--- src/rtl/dst_reload_pkg.sv ---
package dst_reload_pkg;

    typedef enum logic [1:0] {
        AM_FIXED = 2'd0,
        AM_INC   = 2'd1,
        AM_DEC   = 2'd2,
        AM_HOLD  = 2'd3
    } amode_e;

    typedef enum logic [1:0] {
        SEL_WORK   = 2'd0,
        SEL_BACKUP = 2'd1,
        SEL_COUNT  = 2'd2,
        SEL_NONE   = 2'd3
    } rsel_e;

    // bytes moved per transfer unit for a size code
    function automatic logic [5:0] unit_bytes(input logic [2:0] code);
        case (code)
            3'd1:    return 6'd2;
            3'd2:    return 6'd4;
            3'd3:    return 6'd16;
            3'd4:    return 6'd32;
            default: return 6'd1;
        endcase
    endfunction

endpackage

--- src/rtl/dst_addr_track.sv ---
module dst_addr_track
    import dst_reload_pkg::*;
#(
    parameter int AW = 32
) (
    input  logic          clk,
    input  logic          rst_n,
    input  logic          wr_work,
    input  logic          wr_backup,
    input  logic [AW-1:0] wdata,
    input  logic [2:0]    size_code,
    input  logic [1:0]    mode,
    input  logic          req,
    input  logic          reload,
    output logic          accept,
    output logic          err,
    output logic [AW-1:0] work_addr,
    output logic [AW-1:0] backup_addr
);
    localparam int PAD = AW - 6;

    typedef struct packed {
        logic [AW-1:0] work;
        logic [AW-1:0] backup;
        logic          err;
    } st_t;

    st_t st_d, st_q;
    logic [AW-1:0] step_amt;
    logic [AW-1:0] low_mask;
    logic          misalign;

    always_comb begin
        step_amt = {{PAD{1'b0}}, unit_bytes(size_code)};
        low_mask = step_amt - {{(AW-1){1'b0}}, 1'b1};
        misalign = (st_q.work & low_mask) != '0;
        accept   = req && !misalign;

        st_d = st_q;
        if (req && misalign) st_d.err = 1'b1;
        if (accept) begin
            if (reload) begin
                st_d.work = st_q.backup;
            end else begin
                case (amode_e'(mode))
                    AM_INC:  st_d.work = st_q.work + step_amt;
                    AM_DEC:  st_d.work = st_q.work - step_amt;
                    default: st_d.work = st_q.work;
                endcase
            end
        end
        if (wr_backup) st_d.backup = wdata;
        if (wr_work) begin
            st_d.work   = wdata;
            st_d.backup = wdata;
            st_d.err    = 1'b0;
        end
    end

    always_ff @(posedge clk or negedge rst_n) begin
        if (!rst_n) st_q <= '0;
        else        st_q <= st_d;
    end

    assign err         = st_q.err;
    assign work_addr   = st_q.work;
    assign backup_addr = st_q.backup;

    // a working-address write lands in the backup register too
    a_r2_backup_follows: assert property (@(posedge clk) disable iff (!rst_n)
        wr_work |=> (st_q.backup == st_q.work));

    // a refused request leaves the working address alone
    a_r8_refused_holds: assert property (@(posedge clk) disable iff (!rst_n)
        (req && !accept && !wr_work) |=> $stable(st_q.work));

    // the error flag clears only through a working-address write
    a_r8_err_sticky: assert property (@(posedge clk) disable iff (!rst_n)
        (st_q.err && !wr_work) |=> st_q.err);
endmodule

--- src/rtl/xfer_countdown.sv ---
module xfer_countdown #(
    parameter int CW = 24
) (
    input  logic          clk,
    input  logic          rst_n,
    input  logic          wr_cnt,
    input  logic [CW-1:0] wdata,
    input  logic          step,
    output logic          terminal,
    output logic [CW-1:0] count,
    output logic          done
);
    localparam logic [CW-1:0] ONE = {{(CW-1){1'b0}}, 1'b1};

    typedef struct packed {
        logic [CW-1:0] cnt;
        logic          done;
    } st_t;

    st_t st_d, st_q;

    always_comb begin
        terminal  = step && (st_q.cnt == ONE);
        st_d      = st_q;
        st_d.done = terminal;
        if (step)   st_d.cnt = st_q.cnt - ONE;
        if (wr_cnt) st_d.cnt = wdata;
    end

    always_ff @(posedge clk or negedge rst_n) begin
        if (!rst_n) st_q <= '0;
        else        st_q <= st_d;
    end

    assign count = st_q.cnt;
    assign done  = st_q.done;

    // completion is only seen with the count exhausted
    a_r5_done_at_zero: assert property (@(posedge clk) disable iff (!rst_n)
        (st_q.done && !$past(wr_cnt)) |-> (st_q.cnt == '0));

    // without a unit or a write the count holds
    a_r5_idle_stable: assert property (@(posedge clk) disable iff (!rst_n)
        (!step && !wr_cnt) |=> $stable(st_q.cnt));

    // done is a single-cycle pulse unless another terminal unit follows
    a_r5_done_pulse: assert property (@(posedge clk) disable iff (!rst_n)
        (st_q.done && !step) |=> !st_q.done);
endmodule

--- src/rtl/dma_dst_reload.sv ---
module dma_dst_reload
    import dst_reload_pkg::*;
#(
    parameter int DATA_W = 32,
    parameter int CNT_W  = 24
) (
    input  logic              clk,
    input  logic              rst_n,
    input  logic              reg_wr,
    input  logic [1:0]        reg_sel,
    input  logic [DATA_W-1:0] reg_wdata,
    output logic [DATA_W-1:0] reg_rdata,
    input  logic [2:0]        unit_size,
    input  logic [1:0]        addr_mode,
    input  logic              repeat_en,
    input  logic              unit_req,
    output logic              unit_ok,
    output logic              addr_err,
    output logic [DATA_W-1:0] work_addr,
    output logic [CNT_W-1:0]  remain,
    output logic              done
);
    localparam int CNT_PAD = DATA_W - CNT_W;

    logic              wr_work, wr_backup, wr_cnt;
    logic              terminal;
    logic [DATA_W-1:0] backup_addr;

    always_comb begin
        wr_work   = reg_wr && (rsel_e'(reg_sel) == SEL_WORK);
        wr_backup = reg_wr && (rsel_e'(reg_sel) == SEL_BACKUP);
        wr_cnt    = reg_wr && (rsel_e'(reg_sel) == SEL_COUNT);
    end

    dst_addr_track #(.AW(DATA_W)) u_addr (
        .clk        (clk),
        .rst_n      (rst_n),
        .wr_work    (wr_work),
        .wr_backup  (wr_backup),
        .wdata      (reg_wdata),
        .size_code  (unit_size),
        .mode       (addr_mode),
        .req        (unit_req),
        .reload     (terminal && repeat_en),
        .accept     (unit_ok),
        .err        (addr_err),
        .work_addr  (work_addr),
        .backup_addr(backup_addr)
    );

    xfer_countdown #(.CW(CNT_W)) u_cnt (
        .clk     (clk),
        .rst_n   (rst_n),
        .wr_cnt  (wr_cnt),
        .wdata   (reg_wdata[CNT_W-1:0]),
        .step    (unit_ok),
        .terminal(terminal),
        .count   (remain),
        .done    (done)
    );

    always_comb begin
        case (rsel_e'(reg_sel))
            SEL_WORK:   reg_rdata = work_addr;
            SEL_BACKUP: reg_rdata = backup_addr;
            SEL_COUNT:  reg_rdata = {{CNT_PAD{1'b0}}, remain};
            default:    reg_rdata = '0;
        endcase
    end

    // a terminal unit in repeat mode lands on the backup address
    a_r7_reload_target: assert property (@(posedge clk) disable iff (!rst_n)
        (terminal && repeat_en && !wr_work) |=> (work_addr == $past(backup_addr)));

    // upper count bits never read as one
    a_r4_upper_zero: assert property (@(posedge clk) disable iff (!rst_n)
        (rsel_e'(reg_sel) == SEL_COUNT) |-> (reg_rdata[DATA_W-1:CNT_W] == '0));
endmodule

--- config.mk ---
export PLATFORM = sky130hd
export DESIGN_NAME = dma_dst_reload
export DESIGN_NICKNAME = d
export VERILOG_FILES = /design/src/rtl/dst_reload_pkg.sv /design/src/rtl/dst_addr_track.sv /design/src/rtl/xfer_countdown.sv /design/src/rtl/dma_dst_reload.sv
export SDC_FILE = /design/constraint.sdc
export NUM_CORES = 1
export LEC_CHECK = 0
export BUFFER_PORTS_ARGS = -buffer_cell sky130_fd_sc_hd__buf_2
export CAP_MARGIN = 40
export CORE_MARGIN = 5
export CORE_UTILIZATION = 45
export DETAILED_ROUTE_END_ITERATION = 6
export GPL_TIMING_DRIVEN = 0
export PLACE_DENSITY_LB_ADDON = 0.2
export SLEW_MARGIN = 40
export SYNTH_ARGS = -nofsm -noshare
export SYNTH_HDL_FRONTEND = slang
export SYNTH_SLANG_ARGS = --single-unit
--- constraint.sdc ---
create_clock -name clk -period 4.4 [get_ports clk]
set_input_delay 0.22 -clock clk [delete_from_list [all_inputs] [get_ports clk]]
set_output_delay 0.22 -clock clk [all_outputs]
set_load 0.01 [all_outputs]
==> reports/qor.yml <==
die:
  dieArea_um2: 18100
  placeableCoreArea_um2: 15200
  die_h_um: 135
  rows: 45
  io_pins: 135
  start_util: 0.459
  die_w_um: 135
route:
  drt_iter0_markers: 531
  dr.pass1.iters: 5
  vias_per_cell: 5.86
  vias: 6802
  post-route-drc-count: 0
  ant_nets: 0
  wire_per_inst_um: 20.2
  wirelength_um: 23400
clocking:
  clk_pin_slew_worst_paths_ns: 0.07
  clk_latency_ns: 0.36
  cts-root-buf: "clkbuf_16"
  cts_tree: "built"
  post_cts_buffers: 0
  numCtsBuffers: 9
  clkSinkCount: 90
  htree_levels: 3
  clock_tree.buffer_depth: 2
power:
  ir_drop_mv: 0.248
  pwr_density_cell_nw_per_um2: 570
  power.leakage_nw: 3.84
timing:
  setup_slack_ns: 0.573
  relSlewSlack: 0.467
  tightest_slew_ns: 0.800
  hold_violations: 0
  fin_crit_sh: 0.870
  finClkSkew_ns: 0.00553
  slew_violations: 0
  min_period_ns: 3.83
  setup-tns-final_ns: 0
  rsz0062_at_grt: "false"
  setup_viol: 0
  max_freq_mhz: 261
  hold_ws_ns: 0.0802
grt:
  grt_max_degree: 67
  grt_pass1_vias: 6571
  overflow: 0
  grt_pass1_wl_um: 36700
  grt_use_total: 0.261
  antenna_found_initial: 0
critical_path:
  worstSetupEndpointType: "register"
  startpoint_type: "input pin"
  critPathKind: "input pin to register"
  r2r-start: "u_addr.work_addr[0]"
  critPathArrivalTime_ns: 4.10
  worst_ep_required_time_ns: 4.67
  worstPathMaxFanout: 10
  r2r_end: "u_addr.work_addr[28]"
  r2r_cells: 12
  rrSetupSlack_ns: 0.90
synth:
  yosys-top-cells-area: "dfrtp_1, ha_1, mux2_2"
  synth.largest_area_cell: "dfrtp_1"
  syn_nets: 905
  synth_top_cell_area_share: 0.323
  ys_types: 68
  synth.cell_area_um2: 6980
  yosys_warnings: 0
  seq_area_frac_synth: 0.323
  yosys_most_used_dff: "dfrtp_1"
  synth_edf_count: 0
  synth.avg_cell_area_um2: 8.49
  synth.most_common_cell: "nand2_1"
  synthTopCellsByCount: "nand2_1, dfrtp_1, nor2_1, a21oi_1, o21ai_0"
  postSynthCellCount: 822
  ys_async_sr_fraction: 1.00
  ys_seq_elements: 90
worst_hold_path:
  min_path_type: "input pin to register"
  min_from: "reg_wdata[31]"
  min_path_cells: 3
  hold_end: "u_addr.work_addr[31]"
run:
  maxCapViolCount: 0
cells_and_area:
  drive_above_1_share: 0.220
  areaGrowthSynthToFinish_pct: 18.4
  nFillCells: 1449
  fin_util: 0.544
  num_antenna_cells: 0
  finalNetCount: 1051
outcome:
  status: "finished clean"
place:
  portBuffers: 133
  dp_hpwl_um: 17800
  post-place-ws_ns: 0.308
  place_congestion: 0.961
[cells in the final DEF (no fill, tap or decap), drive strengths merged, types with 14 or more instances in the layout]
cell	Yosys	routed
mux2i	36	36
inv	18	21
dfrtp	90	90
o211ai	16	16
xor2	22	22
clkbuf	35	45
nor2	81	81
nor3	14	14
nand2	96	96
mux2	34	34
xnor2	28	28
o21ai	77	77
ha	38	38
buf	12	145
a21o	19	19
a21oi	68	68
nand3	16	16
[metal layers]
metal	part of all wire	GRT usage	up-vias
met3	0.081	0.0466	34
met5	0	0	-
met4	0.024	0.0848	0
li1	-	-	3241
met1	0.44	0.363	3239
met2	0.45	0.413	288
[cells by family after synthesis]
family	share of synthesized area
XOR/XNOR	0.0627
AO/OA/AOI/OAI	0.196
AND/OR/NAND/NOR	0.202
flip-flops	0.323
buffers and inverters	0.0398
multiplexers	0.106
adder cells (fa/ha/maj)	0.0710
[state kept, by name, indices dropped and copies added (netlist names)]
signal / count
u_addr.backup_addr: 32
u_addr.work_addr: 32
u_cnt.count: 24
u_addr.err: 1
u_cnt.done: 1
[how the worst max path moves through the flow]
stage          slack, ns          from                   end  cells after the start
6_report            0.57  addr_mode[0]  u_addr.work_addr[28]                     17
5_1_grt             0.33  addr_mode[0]  u_addr.work_addr[28]                     17
4_1_cts             0.66  addr_mode[0]  u_addr.work_addr[28]                     17
3_5_place_dp        0.31  addr_mode[0]  u_addr.work_addr[28]                     17
3_3_place_gp        0.33  addr_mode[0]  u_addr.work_addr[28]                     17
2_1_floorplan       1.00  unit_size[1]  u_addr.work_addr[31]                     14
[stage by stage]
stage | instances | area, µm² | power [mW]
after floorplan | 822 | 6980 | 3.00
after global placement | 1143 | 7880 | 3.76
after detailed placement | 1144 | 7930 | 3.80
after CTS | 1161 | 8260 | 4.68
after global routing | 1161 | 8260 | 5.05
final | 1161 | 8260 | 4.71
[power by group]
group	total (mW)	leakage, nW	switching, mW	internal [mW]
clock network	0.883	0.161	0.378	0.505
logic	2.42	2.63	1.36	1.06
registers	1.41	1.05	0.344	1.07
[what timing repair did]
item | 4_1_cts | 5_1_grt
gates resized for setup | 0 | 0
hold buffers | 1 | 0
endpoints found under the hold margin | 24 | 0
[area by class of cell]
cell class                      count  area (µm²)  share of cell area
Clock inverter                      7         100              0.0121
Inverter                           18        67.6             0.00818
Multi-Input combinational cell    667        4460               0.539
Tap cell                          188         235              0.0285
Clock buffer                        9         225              0.0273
Timing Repair Buffer              135         713              0.0863
Sequential cell                    90        2250               0.273
Buffer                             47         213              0.0257
[worst max-delay path, cell delays in order]
cell	delay [ns]
buf_2	0.10
inv_1	0.05
ha_1	0.26
clkbuf_1	0.39
o21ai_0	0.16
nand3_1	0.14
inv_1	0.07
fa_1	0.40
nor2b_1	0.22
o2111ai_1	0.24
a2111o_1	0.51
nand4_1	0.19
a31oi_1	0.18
o21ai_0	0.41
a221oi_1	0.16
mux2i_1	0.15
o31ai_1	0.23
Note: power is estimated with default switching activity, not from simulation.
